$ cat config.mk
export PLATFORM = sky130hd
export DESIGN_NAME = coast_window_gen
export DESIGN_NICKNAME = d
export VERILOG_FILES = /design/src/rtl/coast_pkg.sv /design/src/rtl/coast_sync.sv /design/src/rtl/coast_line_meter.sv /design/src/rtl/coast_post_timer.sv /design/src/rtl/coast_window_gen.sv
export SDC_FILE = /design/constraint.sdc
export NUM_CORES = 1
export LEC_CHECK = 0
export BUFFER_PORTS_ARGS = -buffer_cell sky130_fd_sc_hd__buf_2
export CAP_MARGIN = 20
export CORE_MARGIN = 2
export CORE_UTILIZATION = 25
export DETAILED_ROUTE_END_ITERATION = 12
export PLACE_DENSITY = 0.42
export SLEW_MARGIN = 20
export SYNTH_ARGS = -nofsm -noshare
export SYNTH_HDL_FRONTEND = slang
export SYNTH_SLANG_ARGS = --single-unit
$ cat constraint.sdc
create_clock -name clk -period 4.35 [get_ports clk]
set_input_delay 1.0875 -clock clk [delete_from_list [all_inputs] [get_ports clk]]
set_output_delay 1.0875 -clock clk [all_outputs]
set_load 0.01 [all_outputs]
$ cat src/rtl/coast_pkg.sv
package coast_pkg;
  localparam int DEF_LINE_W      = 11;
  localparam int DEF_REG_W       = 8;
  localparam int DEF_SYNC_STAGES = 2;

  function automatic int max_w(input int a, input int b);
    return (a > b) ? a : b;
  endfunction
endpackage

$ cat src/rtl/coast_sync.sv
module coast_sync #(
  parameter int STAGES = coast_pkg::DEF_SYNC_STAGES
) (
  input  logic clk,
  input  logic arst_n,
  input  logic d,
  output logic q
);
  logic [STAGES-1:0] stg_q;
  logic [STAGES-1:0] stg_d;

  for (genvar k = 0; k < STAGES; k++) begin : g_stage
    if (k == 0) begin : g_first
      assign stg_d[k] = d;
    end else begin : g_next
      assign stg_d[k] = stg_q[k-1];
    end
  end

  always_ff @(posedge clk or negedge arst_n) begin
    if (!arst_n) stg_q <= '0;
    else         stg_q <= stg_d;
  end

  assign q = stg_q[STAGES-1];
endmodule

$ cat src/rtl/coast_line_meter.sv
module coast_line_meter #(
  parameter int LINE_W = coast_pkg::DEF_LINE_W,
  parameter int REG_W  = coast_pkg::DEF_REG_W
) (
  input  logic              clk,
  input  logic              rst_n,
  input  logic              hs_stb,
  input  logic              vs_stb,
  input  logic [REG_W-1:0]  pre_lines,
  output logic              pre_win,
  output logic [LINE_W-1:0] line_cnt,
  output logic [LINE_W-1:0] frame_len,
  output logic              meas_valid
);
  localparam int SUM_W = coast_pkg::max_w(LINE_W, REG_W) + 1;
  localparam logic [LINE_W-1:0] CNT_MAX = '1;

  logic [LINE_W-1:0] line_q, line_d;
  logic [LINE_W-1:0] len_q, len_d;
  logic              seen_q, seen_d;
  logic              valid_q, valid_d;
  logic              upd_en;
  logic [SUM_W-1:0]  reach_sum;

  assign upd_en = hs_stb | vs_stb;

  always_comb begin
    line_d  = line_q;
    len_d   = len_q;
    seen_d  = seen_q;
    valid_d = valid_q;
    if (vs_stb) begin
      line_d = '0;
      seen_d = 1'b1;
      if (seen_q) begin
        len_d   = line_q;
        valid_d = 1'b1;
      end
    end else if (hs_stb && (line_q != CNT_MAX)) begin
      line_d = line_q + 1'b1;
    end
  end

  always_ff @(posedge clk or negedge rst_n) begin
    if (!rst_n) begin
      line_q  <= '0;
      len_q   <= '0;
      seen_q  <= 1'b0;
      valid_q <= 1'b0;
    end else if (upd_en) begin
      line_q  <= line_d;
      len_q   <= len_d;
      seen_q  <= seen_d;
      valid_q <= valid_d;
    end
  end

  assign reach_sum = SUM_W'(line_q) + SUM_W'(pre_lines);

  always_comb begin
    pre_win = valid_q && (pre_lines != '0) && (reach_sum >= SUM_W'(len_q));
  end

  assign line_cnt   = line_q;
  assign frame_len  = len_q;
  assign meas_valid = valid_q;
endmodule

$ cat src/rtl/coast_post_timer.sv
module coast_post_timer #(
  parameter int REG_W = coast_pkg::DEF_REG_W
) (
  input  logic             clk,
  input  logic             rst_n,
  input  logic             hs_stb,
  input  logic             vs_stb,
  input  logic [REG_W-1:0] post_lines,
  output logic             post_act,
  output logic [REG_W-1:0] post_cnt
);
  logic             act_q, act_d;
  logic [REG_W-1:0] cnt_q, cnt_d;
  logic             upd_en;

  assign upd_en = vs_stb | (hs_stb & act_q);

  always_comb begin
    act_d = act_q;
    cnt_d = cnt_q;
    if (vs_stb) begin
      act_d = 1'b1;
      cnt_d = post_lines;
    end else if (hs_stb && act_q) begin
      if (cnt_q == '0) act_d = 1'b0;
      else             cnt_d = cnt_q - 1'b1;
    end
  end

  always_ff @(posedge clk or negedge rst_n) begin
    if (!rst_n) begin
      act_q <= 1'b0;
      cnt_q <= '0;
    end else if (upd_en) begin
      act_q <= act_d;
      cnt_q <= cnt_d;
    end
  end

  assign post_act = act_q;
  assign post_cnt = cnt_q;
endmodule

$ cat src/rtl/coast_window_gen.sv
module coast_window_gen #(
  parameter int LINE_W      = coast_pkg::DEF_LINE_W,
  parameter int REG_W       = coast_pkg::DEF_REG_W,
  parameter int SYNC_STAGES = coast_pkg::DEF_SYNC_STAGES
) (
  input  logic             clk,
  input  logic             rst_n,
  input  logic             hsync_stb,
  input  logic             vsync_stb,
  input  logic [REG_W-1:0] pre_lines,
  input  logic [REG_W-1:0] post_lines,
  input  logic             src_ext,
  input  logic             ext_coast_in,
  input  logic             ext_low_active,
  output logic             coast
);
  logic              core_rst_n;
  logic              ext_sync;
  logic              ext_level;
  logic              pre_win;
  logic              post_act;
  logic [REG_W-1:0]  post_cnt;
  logic [LINE_W-1:0] line_cnt;
  logic [LINE_W-1:0] frame_len;
  logic              meas_valid;
  logic              int_coast;

  // reset: asserted at once, released on the clock
  coast_sync #(.STAGES(SYNC_STAGES)) i_rst_sync (
    .clk    (clk),
    .arst_n (rst_n),
    .d      (1'b1),
    .q      (core_rst_n)
  );

  coast_sync #(.STAGES(SYNC_STAGES)) i_ext_sync (
    .clk    (clk),
    .arst_n (core_rst_n),
    .d      (ext_coast_in),
    .q      (ext_sync)
  );

  coast_line_meter #(.LINE_W(LINE_W), .REG_W(REG_W)) i_meter (
    .clk        (clk),
    .rst_n      (core_rst_n),
    .hs_stb     (hsync_stb),
    .vs_stb     (vsync_stb),
    .pre_lines  (pre_lines),
    .pre_win    (pre_win),
    .line_cnt   (line_cnt),
    .frame_len  (frame_len),
    .meas_valid (meas_valid)
  );

  coast_post_timer #(.REG_W(REG_W)) i_post (
    .clk        (clk),
    .rst_n      (core_rst_n),
    .hs_stb     (hsync_stb),
    .vs_stb     (vsync_stb),
    .post_lines (post_lines),
    .post_act   (post_act),
    .post_cnt   (post_cnt)
  );

  assign ext_level = ext_sync ^ ext_low_active;
  assign int_coast = pre_win | post_act;
  assign coast     = src_ext ? ext_level : int_coast;
endmodule

# Yosys cells after proc, flatten, opt, wreduce, memory -nomap -nowiden
# Cells that the tools add are included.
[word_totals]
reg_bits = 37
input_bits = 23
output_inout_bits = 1
elab_cells = 42
[classes]
addsub = 3
order_cmp = 1
n_eq_ne = 2
n_mux = 9
n_bitwise = 5
reduce_logical = 14
[ops]
columns = ["op", "count"]
rows = [
  ["2-to-1 mux 8 bit", 3],
  ["2-to-1 mux 11 bit", 2],
  ["adder 11 x 8 -> 12 bit", 1],
  ["greater-or-equal comparator 12 x 11 -> 1 bit", 1],
  ["adder 11 x 1 -> 11 bit (second input constant)", 1],
  ["!= test 11 bit (second input constant)", 1],
  ["AND reduction 3 bit", 3],
  ["zero test 8 bit", 1],
  ["nonzero test 8 bit", 1],
  ["subtractor 8 x 1 -> 8 bit (second input constant)", 1],
  ["nonzero test 2 bit", 3],
  ["logical AND 1 bit", 4],
  ["2-to-1 mux 1 bit", 4],
  ["AND reduction 2 bit", 2],
  ["bitwise OR 1 bit", 3],
  ["!= test 2 bit (second input constant)", 1],
  ["AND 1 bit", 1],
  ["XOR 1 bit", 1],
]

# Logic depth before layout (Yosys ltp)
# Gate-level depths: netlist (run 1).
[logic_depth]
ltp_word = 5
mapped_depth = 12

# Modules after synthesis
# A second synthesis (run 1) with hierarchy kept.
[unflattened]
hier_cells = 242
area_unflattened_um2 = 2422.3
[by_module_without_submodules]
columns = ["module", "instances", "cells_per_inst", "area_per_inst_um2", "seq_area_each_um2"]
rows = [
  ["coast_line_meter", 1, 173, 1737.9, 600.6],
  ["coast_post_timer", 1, 61, 561.8, 225.2],
  ["coast_sync", 2, 2, 50.0, 50.0],
  ["coast_window_gen", 1, 4, 22.5, 0.0],
]

# Least setup slack after synthesis (run 1)
# Ideal clock, no wire load.
[synth_timing]
kind = "in2out"
startpoint = "in pre_lines[0]"
endpoint = "out coast"
t_arrival_ps = 3187
required_ps = 3263
slack_ps = 75
path_stages = 12
cell_sequence = "ha_1 -> fa_1 -> a211oi_1 -> o21a_1 -> nor2_1 -> xor2_1 -> ha_1 -> o21ai_0 -> o21ai_0 -> a21oi_1 -> o221ai_1 -> o311a_1"
[synth_via]
elab_chain_cells = 5
elab_cells_between_ends = 7
classes_between = "1 x add/sub; 1 x order compare; 1 x mux; 1 x bitwise; 3 x reduce/logical"
[synth_lines]
columns = ["element", "line_no", "text"]
rows = [
  ["start, declared", "coast_window_gen.sv:10", "input logic [REG_W-1:0] pre_lines,"],
  ["adder 11 x 8 -> 12 bit / nonzero test 8 bit (equally long branches)", "coast_line_meter.sv:58, coast_line_meter.sv:61", ""],
  ["greater-or-equal comparator 12 x 11 -> 1 bit / logical AND 1 bit (equally long branches)", "coast_line_meter.sv:61", "pre_win = valid_q && (pre_lines != '0) && (reach_sum >= SUM_W'(len_q));"],
  ["logical AND 1 bit *", "coast_line_meter.sv:61", ""],
  ["bitwise OR 1 bit *", "coast_window_gen.sv:66", "assign int_coast = pre_win | post_act;"],
  ["2-to-1 mux 1 bit *", "coast_window_gen.sv:67", "assign coast = src_ext ? ext_level : int_coast;"],
  ["end, declared", "coast_window_gen.sv:15", "output logic coast"],
]
# Mark *: on every way between the ends. The rest lies on a longest branch, timed or not.

# Worst setup path in the final report (run 1)
[layout_timing]
startpoint = "in pre_lines[1]"
endpoint = "out coast"
# Same word-level chain as after synthesis.

==> out/summary.txt, run 1 <==
Seq cells post-synth: 37
first-pass GRT wire length: 8.452 mm
Post-synth EDFFs: 0
unrepaired setup endpoints after global routing: yes
Worst R2R Start: i_meter.line_cnt[1]$_DFFE_PN0P_
ys flop type: dfrtp_1
CP Data Required Time: 3.26 ns
number of antenna violations at the first check in global routing: 0
max_cap viols: 0
Final Hold Fails: 0
Worst slew margin: 0.6458
Synth cell types: 48
Clock Sinks: 37
Final GP Congestion: 0.8050
Vias per Instance: 4.376
startpoint types: primary input
# H-tree levels: 2
area of the core: 9196 um2
clk slew on worst S/H paths: 0.07 ns
initial drt markers: 67
Die Footprint: 10260 um2
Clock Latency Late Sink: 0.29 ns
worst-margin pin slew: 0.5301 ns
Initial Util: 0.2573
kind of critical path: in2out
post-layout instance area: 3047 um2
Num CTS Buffers: 5
area share of the largest cell type after synthesis: 0.3913
GRT busiest layer: met2
dpl cell area: 2781 um2
row cnt: 35
Final Worst Setup Slack: -0.1462 ns
vias in the first global route: 1794
min cycle time layout: 4.496 ns
DRC viols: 0
Placed Cells: 390
Detail Route Antenna Nets: 0
top cells by area, synth: dfrtp_1 39%, ha_1 12%, xnor2_1 6.3%
most frequent cell after synthesis: dfrtp_1
fin cells: 399
area grow syn2layout: 28.77%
PortBufs: 23
status: complete, but fails checks
die height: 101.3 um
Max Clock Freq: 222.4 MHz
Synth area leader: dfrtp_1
Mapped Cells: 236
met1 GRT Util: 0.1389
Post-Syn Nets: 282
crit path capture type: primary output
hold buffers post-CTS: 0
commonest cells in the netlist: 37 x dfrtp_1, 22 x ha_1, 19 x nand2_1
GR met3 Demand/Resource: 0.02070
layout cell share with drive strength beyond 1: 0.3542
yosys warns: 0
Layout Nets: 333
final worst path period share: 1.034
CP Launch Point: pre_lines[1]
num ports: 24
Post-Syn Area: 2366 um2
Fillers: 959
Final Max Tran Viols: 0
Final setup viols: 1
Hold Crit Class: reg2async
ANT cells: 0
DR pass1 iterations: 4
Total Power: 0.7585 mW
CTS tree: built
Tot GR Track Use: 0.1054
CTS Root Cell: clkbuf_8
largest net degree at the start of global routing: 36
post-DP HPWL: 3.750 mm
grt met2 use: 0.1737
register area share after synthesis: 0.3913
Lkg Pwr: 1.308 nW
Worst VDD drop: 124.7 uV
ys async rst share: 1.000
clk_skew: 0.004828 ns
Bufs on Longest Clock Path: 2
grt ovf: 0
Power Density: 249.0 nW/um2
Critical Path Fanout Max: 2
drt wl/cell: 12.33 um
failing checks: setup timing
Synth Area per Inst: 10.03 um2
Post-Route WL: 4.921 mm
DR vias: 1746
Die W: 101.3 um
R2R depth: 7
Critical Path AT: 3.41 ns
## path summary, 6_finish.rpt
path                                              endpoint  slack (ns)
hold reg to reg            i_meter.line_cnt[1]$_DFFE_PN0P_        0.28
max in group asynchronous    i_rst_sync.stg_q[0]$_DFF_PN0_        3.69
hold / removal             i_meter.line_cnt[1]$_DFFE_PN0P_        0.28
min in group clk             i_ext_sync.stg_q[1]$_DFF_PN0_        0.35
setup / recovery                                     coast       -0.15
setup reg to reg           i_meter.line_cnt[3]$_DFFE_PN0P_        2.48
## routing by layer
metal | share of wire | wire length, um
met4 | 0.0098 | 48
met3 | 0.025 | 123
met1 | 0.49 | 2393
met2 | 0.48 | 2355
met5 | 0 | 0
## layout make-up
cell class              count  area [um2]  share of cell area
multi-input cells         176        1489              0.4887
flip-flops and latches     37       925.9              0.3039
repair buffers             50       346.6              0.1138
well taps                 111       138.9             0.04559
clock buffers               6       72.57             0.02382
inverters                  17       63.81             0.02094
clock inverters             2       10.01            0.003285
## power breakdown
group          internal [mW]  switching (mW)
clock network          0.111           0.119
registers              0.360          0.0156
logic                 0.0782          0.0752
## stage by stage
stage / TNS, ns / util / setup WS (ns) / hold slack, ns
2_1_floorplan: 0 / - / 0.07539 / 0.3312
3_3_place_gp: -0.3809 / 0.3024 / -0.3809 / 0.3007
3_5_place_dp: -0.4439 / 0.3024 / -0.4439 / 0.2972
4_1_cts: -0.2016 / 0.3210 / -0.2016 / 0.3044
5_1_grt: -0.2688 / 0.3313 / -0.2688 / 0.3391
6_report: -0.1462 / 0.3313 / -0.1462 / 0.2777
## registers in the layout, summed over array words and instances, names as in the netlist
register and count:
i_meter.meas_valid 1, i_meter.frame_len 11, i_meter.line_cnt 11, i_meter.seen_q 1, i_post.post_act 1, i_rst_sync.stg_q 2, i_ext_sync.stg_q 2, i_post.post_cnt 8
## logic make-up (layout without fill, tap and decap cells)
family,Yosys count,in the layout,share of synthesized area
simple gates,68,68,0.1608
xor+xnor,22,22,0.08144
fa+ha+maj,23,23,0.1248
flops,37,37,0.3913
buf+inv,23,75,0.04125
mux,13,13,0.06082
compound gates,49,49,0.1380
other cells,1,1,0.001585
## critical path, stage by stage
cell and delay (ns):
buf_8 0.10, ha_4 0.27, a211oi_4 0.06, o21ai_2 0.19, a41oi_2 0.15, or2b_1 0.27
xnor2_2 0.14, ha_1 0.33, a211oi_2 0.18, o21ai_1 0.09, a21oi_1 0.13, o221ai_1 0.14
o311a_1 0.12, buf_2 0.14
## placed cells by master, fill, tap and decap left out, drive strengths merged, types with 5 or more instances in the layout
cell    count
a211oi      6
dfrtp      37
a21oi       6
buf        50
a21o        5
inv        17
mux2       11
xnor2      17
xor2        5
nand2      19
nor3        8
clkbuf      6
o21ai      19
nor2       18
ha         22
nand3       6
## what timing repair did
action                                  CTS  global route
resized for setup                        18            19
endpoints found under the setup margin    1             1
pin swaps                                19            20
buffers inserted                          1             0
(Power assumes the default switching activity.)
==> inputs of run 2 (changes only) <==
--- a/config.mk
+++ b/config.mk
@@ -10,7 +10,7 @@
 export CORE_MARGIN = 2
 export CORE_UTILIZATION = 25
 export DETAILED_ROUTE_END_ITERATION = 12
-export PLACE_DENSITY = 0.42
+export PLACE_DENSITY = 0.4
 export SLEW_MARGIN = 20
 export SYNTH_ARGS = -nofsm -noshare
 export SYNTH_HDL_FRONTEND = slang
==> constraint.sdc (replaced) <==
create_clock -name clk -period 5.2 [get_ports clk]
set_input_delay 1.3 -clock clk [delete_from_list [all_inputs] [get_ports clk]]
set_output_delay 1.3 -clock clk [all_outputs]
set_load 0.01 [all_outputs]
==> run 2 against run 1 <==
Against the previous run:
- the flow now finishes without violations
- final cell count down 5.3%
- die area is the same
- clock skew about the same
- combinational power decreased by 31%
- via count shrank 2.1%
- register-to-register slack gained 0.95 ns
- global-route usage shrank 0.45 points
- critical endpoint unchanged
- largest cell class unchanged
==> out/summary.txt, run 2 (synthesized netlist as in run 1, its figures left out) <==
DR pass1 iterations: 4 (unchanged)
top routing layer used: met4 (unchanged)
Worst VDD drop: 119.5 uV (was 124.7 uV)
R2R depth: 6 (was 7)
Post-CTS Setup Repair Bufs: 0 (was 1)
slowest stage delay, CP: 0.42 ns (was 0.33 ns)
Total Power: 0.6168 mW (was 0.7585 mW)
startpoint types: primary input (unchanged)
DR vias: 1709 (was 1746)
R2R Setup Slk: 3.43 ns (was 2.48 ns)
kind of critical path: in2out (unchanged)
worst-margin pin slew: 0.5169 ns (was 0.5301 ns)
clk slew on worst S/H paths: 0.07 ns (about the same)
largest net degree at the start of global routing: 36 (unchanged)
slowest stage cell, crit path: fa_2 (was ha_1)
Critical Path Fanout Max: 3 (was 2)
ANT cells: 0 (unchanged)
Die W: 101.3 um (unchanged)
Placed Cells: 371 (was 390)
Final setup viols: 0 (was 1)
number of antenna violations at the first check in global routing: 0 (unchanged)
CTS tree: built (unchanged)
CP Data Required Time: 3.90 ns (was 3.26 ns)
WL met1: 2.300 mm (was 2.393 mm)
Worst R2R Start: i_meter.line_cnt[1]$_DFFE_PN0P_ (unchanged)
grt ovf: 0 (unchanged)
die height: 101.3 um (unchanged)
unrepaired setup endpoints after global routing: no (was yes)
Final Max Tran Viols: 0 (unchanged)
post-DP HPWL: 3.672 mm (was 3.750 mm)
max_cap viols: 0 (unchanged)
post-layout instance area: 2769 um2 (was 3047 um2)
Tot GR Track Use: 0.1008 (was 0.1054)
crit path capture type: primary output (unchanged)
Worst slew margin: 0.6546 (was 0.6458)
leading cell type in the layout, fill and taps excluded: dfrtp_1 (unchanged)
Max Clock Freq: 198.2 MHz
num ports: 24 (unchanged)
Post-Route WL: 4.766 mm (was 4.921 mm)
# H-tree levels: 2 (unchanged)
fin cells: 378 (was 399)
status: finished, final reports clean (was complete, but fails checks)
drt wl/cell: 12.61 um (was 12.33 um)
Bufs on Longest Clock Path: 2 (unchanged)
cell family with most CP delay: compound AO/OA/AOI/OAI gates (unchanged)
CTS Root Cell: clkbuf_8 (unchanged)
final worst path period share: 0.9703
PortBufs: 23 (unchanged)
Power Density: 222.8 nW/um2 (was 249.0 nW/um2)
dpl cell area: 2639 um2 (was 2781 um2)
layout cell share with drive strength beyond 1: 0.2622 (was 0.3542)
row cnt: 35 (unchanged)
met3 WL: 141 um (was 123 um)
Critical Path AT: 3.75 ns (was 3.41 ns)
DR WL met2: 2.176 mm (was 2.355 mm)
area of the core: 9196 um2 (unchanged)
most frequent cells in the layout: 37 x dfrtp_1, 23 x buf_2, 21 x ha_1 (was 37 x dfrtp_1, 27 x buf_4, 19 x nand2_1, 19 x buf_2, 17 x inv_1)
Buf/Inv on CP: 2 (unchanged)
Detail Route Antenna Nets: 0 (unchanged)
Clock Sinks: 37 (unchanged)
clk_skew: 0.004632 ns (was 0.004828 ns)
Vias per Instance: 4.521 (was 4.376)
vias in the first global route: 1710 (was 1794)
DRC viols: 0 (unchanged)
Layout Nets: 313 (was 333)
Initial Util: 0.2573 (unchanged)
area grow syn2layout: 17.03% (was 28.77%)
Final Hold Fails: 0 (unchanged)
Final GP Congestion: 0.7562 (was 0.8050)
crit-path cells: buf_2 > ha_2 > fa_2 > a211oi_2 > o21a_1 > nor2_1 > xor2_1 > ha_1 > o21ai_0 > o21ai_0 > a21oi_1 > o221ai_1 > o311a_1 > buf_2 (was buf_8 > ha_4 > a211oi_4 > o21ai_2 > a41oi_2 > or2b_1 > xnor2_2 > ha_1 > a211oi_2 > o21ai_1 > a21oi_1 > o221ai_1 > o311a_1 > buf_2)
Hold Crit Class: reg2async (unchanged)
Num CTS Buffers: 5 (unchanged)
min cycle time layout: 5.046 ns
initial drt markers: 94 (was 67)
RR Endpoint: i_meter.line_cnt[3]$_DFFE_PN0P_ (unchanged)
cell count along the critical path: 14 (unchanged)
Lkg Pwr: 1.184 nW (was 1.308 nW)
first-pass GRT wire length: 8.128 mm (was 8.452 mm)
Die Footprint: 10260 um2 (unchanged)
Clock Latency Late Sink: 0.28 ns (was 0.29 ns)
==> run 2: cell count changes in the layout (fill, tap and decap cells not counted), moves of 3 or more <==
| cell | delta |
|---|---|
| buf_2 | +4 |
| buf_4 | -20 |
| ha_1 | +5 |
| ha_4 | -5 |
| buf_6 | -3 |
| o21ai_0 | +4 |
==> run 2: final cells by class <==
class	instances	area, um2
fillers	988	6427
multi-input cells	176	1386
clock buffers	7	86.33
inverters	17	63.81
flip-flops and latches	37	925.9
repair buffers	30	167.7
well taps	111	138.9
==> run 2: metrics by stage <==
step,setup TNS (ns),hold WS [ns],setup WS [ns],utilization
2_1_floorplan,0,0.3312,0.5004,-
3_3_place_gp,0,0.3029,0.004189,0.2869
3_5_place_dp,-0.07807,0.3025,-0.07807,0.2869
4_1_cts,0,0.3056,0.02199,0.2977
5_1_grt,0,0.3433,0.001265,0.3011
6_report,0,0.2805,0.1545,0.3011
==> run 2: worst max path at each step <==
stage / startpoint / to / slack [ns]
4_1_cts: pre_lines[0] / coast / 0.02
6_report: pre_lines[0] / coast / 0.15
3_3_place_gp: pre_lines[1] / coast / 0.004
2_1_floorplan: pre_lines[0] / coast / 0.50
5_1_grt: pre_lines[1] / coast / 0.001
3_5_place_dp: pre_lines[1] / coast / -0.08
==> run 2: metal layers <==
metal | vias to the layer above | global-route usage
met4 | 0 | 0.04470
li1 | 885 | -
met1 | 789 | 0.1327
met5 | - | 0
met3 | 9 | 0.02001
met2 | 26 | 0.1605
==> run 2: repair_timing <==
action                                  CTS  global route
pin swaps                                 1             4
endpoints found under the setup margin    1             1
gates cloned                              0             0
hold buffers                              0             0
gates resized for setup                   3             8
==> run 2: worst reg2reg max path: cells and delay by family, from the launching register on <==
| family | cells | cell delay [ns] |
|---|---|---|
| simple gates | 2 | 0.57 |
| compound gates | 2 | 0.23 |
| buf+inv | 1 | 0.18 |
| fa+ha+maj | 1 | 0.25 |
| flops | 1 | 0.47 |
==> run 2: power by group <==
group,switching [mW],internal (mW)
Clock,0.0908,0.105
Sequential,0.0138,0.301
Combinational,0.0559,0.0503
Total,0.161,0.456
==> inputs of run 3 (changes only) <==
--- a/config.mk
+++ b/config.mk
@@ -5,12 +5,14 @@
 export SDC_FILE = /design/constraint.sdc
 export NUM_CORES = 1
 export LEC_CHECK = 0
+export ABC_AREA = 1
 export BUFFER_PORTS_ARGS = -buffer_cell sky130_fd_sc_hd__buf_2
 export CAP_MARGIN = 20
 export CORE_MARGIN = 2
 export CORE_UTILIZATION = 25
 export DETAILED_ROUTE_END_ITERATION = 12
 export PLACE_DENSITY = 0.4
+export RECOVER_POWER = 50
 export SLEW_MARGIN = 20
 export SYNTH_ARGS = -nofsm -noshare
 export SYNTH_HDL_FRONTEND = slang
==> run 3 against run 2 <==
Against the previous run:
- the run now ends with capacitance limit, slew limit left
- clock power is 4% higher
- synthesized cell count is 28% higher
- critical path depth is 6 higher
- sequential power hardly changed
- wire length is 17% higher
- first-iteration DRC count is 38% lower
- sequential share of layout area hardly changed
- final area hardly changed
- global-route usage is 1.5 points higher
- final cell count is 21% higher
- combinational power hardly changed
- sequential cell count stayed put
- highest routed layer unchanged
==> out/summary.txt, run 3 <==
Post-Route WL: 5.561 mm (was 4.766 mm)
Flop pwr share: 0.504 (was 0.510)
Post-Syn Nets: 348 (was 282)
ys flop type: dfrtp_1 (unchanged)
Buf/Inv on CP: 2 (unchanged)
setup TNS: 0 ns (unchanged)
Final Worst Setup Slack: 0.2577 ns (was 0.1545 ns)
Adder-Cell Fraction of Synth Area: 0.1223 (was 0.1248)
row cnt: 35 (unchanged)
ANT cells: 0 (unchanged)
Final Hold Fails: 0 (unchanged)
Mapped Cells: 302 (was 236)
Layout Nets: 375 (was 313)
dpl cell area: 2679 um2 (was 2639 um2)
failing checks: capacitance limit, slew limit
hold buffers post-CTS: 0 (unchanged)
Die Footprint: 10460 um2 (was 10260 um2)
area share of the largest cell type after synthesis: 0.3834 (was 0.3913)
Resize count post-CTS: 0 (was 3)
crit path capture type: primary output (unchanged)
Clock Latency Late Sink: 0.29 ns (was 0.28 ns)
clk slew on worst S/H paths: 0.07 ns (about the same)
DR pass1 iterations: 4 (unchanged)
min cycle time layout: 4.942 ns (was 5.046 ns)
Die W: 102.3 um (was 101.3 um)
xor/xnor share of the synthesized area: 0.05078 (was 0.08144)
Num CTS Buffers: 5 (unchanged)
compound-gate portion of the synthesized area: 0.1306 (was 0.1380)
layout cell share with drive strength beyond 1: 0.1550 (was 0.2622)
Synth Area per Inst: 7.996 um2 (was 10.03 um2)
DR vias: 1971 (was 1709)
Clk pwr share: 0.329 (was 0.318)
Max Clock Freq: 202.3 MHz (was 198.2 MHz)
Critical Path AT: 3.64 ns (was 3.75 ns)
Sw Ratio: 0.2800 (was 0.2602)
Clock Sinks: 37 (unchanged)
Synth cell types: 39 (was 48)
Internal: 0.4465 mW (was 0.4563 mW)
post-DP HPWL: 4.315 mm (was 3.672 mm)
Post-Syn Area: 2415 um2 (was 2366 um2)
worst-margin pin slew: 1.963 ns (was 0.5169 ns)
max_cap viols: 1 (was 0)
slowest stage cell, crit path: fa_2 (unchanged)
area of the core: 9328 um2 (was 9196 um2)
largest net degree at the start of global routing: 36 (unchanged)
most frequent cell after synthesis: nand2_1 (was dfrtp_1)
startpoint types: primary input (unchanged)
die height: 102.3 um (was 101.3 um)
kind of critical path: in2out (unchanged)
critical path's most frequent cell: nand2_1
largest family of logic cells by synthesized area: simple AND/OR/NAND/NOR gates (unchanged)
combinational power share: 0.168 (was 0.172)
DRC viols: 0 (unchanged)
clk_skew: 0.004405 ns (was 0.004632 ns)
yosys warns: 0 (unchanged)
Lkg Pwr: 1.343 nW (was 1.184 nW)
num ports: 24 (unchanged)
CP Data Required Time: 3.90 ns (about the same)
number of antenna violations at the first check in global routing: 0 (unchanged)
vias in the first global route: 1930 (was 1710)
Initial Util: 0.2589 (was 0.2573)
post-layout instance area: 2768 um2 (was 2769 um2)
Tot GR Track Use: 0.1154 (was 0.1008)
Final setup viols: 0 (unchanged)
Detail Route Antenna Nets: 0 (unchanged)
Final Hold Slack: 0.3510 ns (was 0.2805 ns)
Worst R2R Start: i_rst_sync.stg_q[1]$_DFF_PN0_ (was i_meter.line_cnt[1]$_DFFE_PN0P_)
Power Density: 224.1 nW/um2 (was 222.8 nW/um2)
slowest stage delay, CP: 0.36 ns (was 0.42 ns)
Place WS: 0.1787 ns (was -0.07807 ns)
Post-synth EDFFs: 0 (unchanged)
Vias per Instance: 4.303 (was 4.521)
Synth Area in Simple Gates: 0.2269 (was 0.1608)
Hold Crit Class: reg2reg (was reg2async)
Hold Path Origin: i_ext_sync.stg_q[0]$_DFF_PN0_
Seq cells post-synth: 37 (unchanged)
Post-CTS Setup Repair Bufs: 0 (unchanged)
area grow syn2layout: 14.61% (was 17.03%)
post-synthesis mux area share: 0 (was 0.06081)
CTS Root Cell: clkbuf_8 (unchanged)
Worst slew margin: -0.3089 (was 0.6546)
final worst path period share: 0.9504 (was 0.9703)
unrepaired setup endpoints after global routing: no (unchanged)
PortBufs: 23 (unchanged)
Synth area leader: dfrtp_1 (unchanged)
most frequent cells in the layout: 63 x nand2_1, 44 x inv_1, 37 x dfrtp_1 (was 37 x dfrtp_1, 23 x buf_2, 21 x ha_1)
initial drt markers: 58 (was 94)
first-pass GRT wire length: 9.342 mm (was 8.128 mm)
drt wl/cell: 12.14 um (was 12.61 um)
leading cell type in the layout, fill and taps excluded: nand2_1 (was dfrtp_1)
Critical Path Fanout Max: 2 (was 3)
Worst VDD drop: 128.0 uV (was 119.5 uV)
# H-tree levels: 2 (unchanged)
ys async rst share: 1.000 (unchanged)
CP Launch Point: pre_lines[0] (unchanged)
CTS tree: built (unchanged)
Psw: 0.1736 mW (was 0.1605 mW)
crit-path cells: buf_2 > ha_1 > fa_2 > nand3_1 > nand2_1 > nand2_1 > nand2_1 > a21o_1 > nand2_1 > nand2_1 > nand2_1 > xor2_1 > ha_1 > nand4_1 > nor2_1 > nand2_1 > nand2_1 > nand2_1 > a21oi_2 > buf_2 (was buf_2 > ha_2 > fa_2 > a211oi_2 > o21a_1 > nor2_1 > xor2_1 > ha_1 > o21ai_0 > o21ai_0 > a21oi_1 > o221ai_1 > o311a_1 > buf_2)
grt ovf: 0 (unchanged)
cell family with most CP delay: adder cells (was compound AO/OA/AOI/OAI gates)
status: complete, but fails checks (was finished, final reports clean)
Final Max Tran Viols: 36 (was 0)
Bufs on Longest Clock Path: 2 (unchanged)
register area share after synthesis: 0.3834 (was 0.3913)
top cells by area, synth: dfrtp_1 38%, ha_1 11%, nand2_1 9.8% (was dfrtp_1 39%, ha_1 12%, xnor2_1 6.3%)
commonest cells in the netlist: 63 x nand2_1, 44 x inv_1, 37 x dfrtp_1 (was 37 x dfrtp_1, 22 x ha_1, 19 x nand2_1)
Final GP Congestion: 0.7460 (was 0.7562)
[run 3: changes by cell type after synthesis, sizes merged, moves of 4 or more]
cell	before	now
mux2	11	0
nand3	6	15
nand2	19	68
a211oi	6	1
xnor2	17	1
nand4	2	7
a21oi	6	15
nor3	8	4
inv	17	48
xor2	5	13
o21ai	19	24
[run 3: logic make-up after synthesis]
family / count (synthesis)
buf+inv: 53
fa+ha+maj: 23
simple gates: 120
compound gates: 54
xor+xnor: 14
other cells: 1
flops: 37
[run 3: layer usage]
layer  GRT usage  share of wire
met5           0              0
met4     0.04205          0.019
met3     0.02257          0.034
met2      0.1898           0.46
met1      0.1510           0.49
[run 3: power by group through the flow]
stage / registers [mW] / logic, mW / clock network [mW]
3_3_place_gp: 0.318 / 0.107 / 0
6_report: 0.312 / 0.104 / 0.204
2_1_floorplan: 0.319 / 0.0718 / 0
4_1_cts: 0.312 / 0.107 / 0.216
5_1_grt: 0.314 / 0.122 / 0.226
3_5_place_dp: 0.318 / 0.106 / 0
[run 3: metrics by stage]
stage	power (mW)	std cells	utilization
floorplan	0.3903	302	-
global placement	0.4241	451	0.2872
detailed placement	0.4240	451	0.2872
CTS	0.6349	458	0.2964
global route	0.6629	458	0.2967
finish	0.6201	458	0.2967
[run 3: layout make-up]
| cell class | count | area (um2) |
|---|---|---|
| inverter | 49 | 183.9 |
| multi-input combinational | 212 | 1291 |
| tap | 129 | 161.4 |
| sequential | 37 | 925.9 |
| timing repair buffer | 24 | 118.9 |
| fill | 1024 | 6560 |
| clock buffer | 7 | 86.33 |
[run 3: final timing paths]
check	to	slack [ns]	cells past startpoint
worst max-delay path	coast	0.26	20
worst min-delay path	i_ext_sync.stg_q[1]$_DFF_PN0_	0.35	0
worst max register to register	i_post.post_cnt[3]$_DFFE_PN0P_	3.18	1
worst min register to register	i_ext_sync.stg_q[1]$_DFF_PN0_	0.35	0
max in group asynchronous	i_post.post_cnt[3]$_DFFE_PN0P_	3.18	1
min in group asynchronous	i_rst_sync.stg_q[0]$_DFF_PN0_	0.79	1
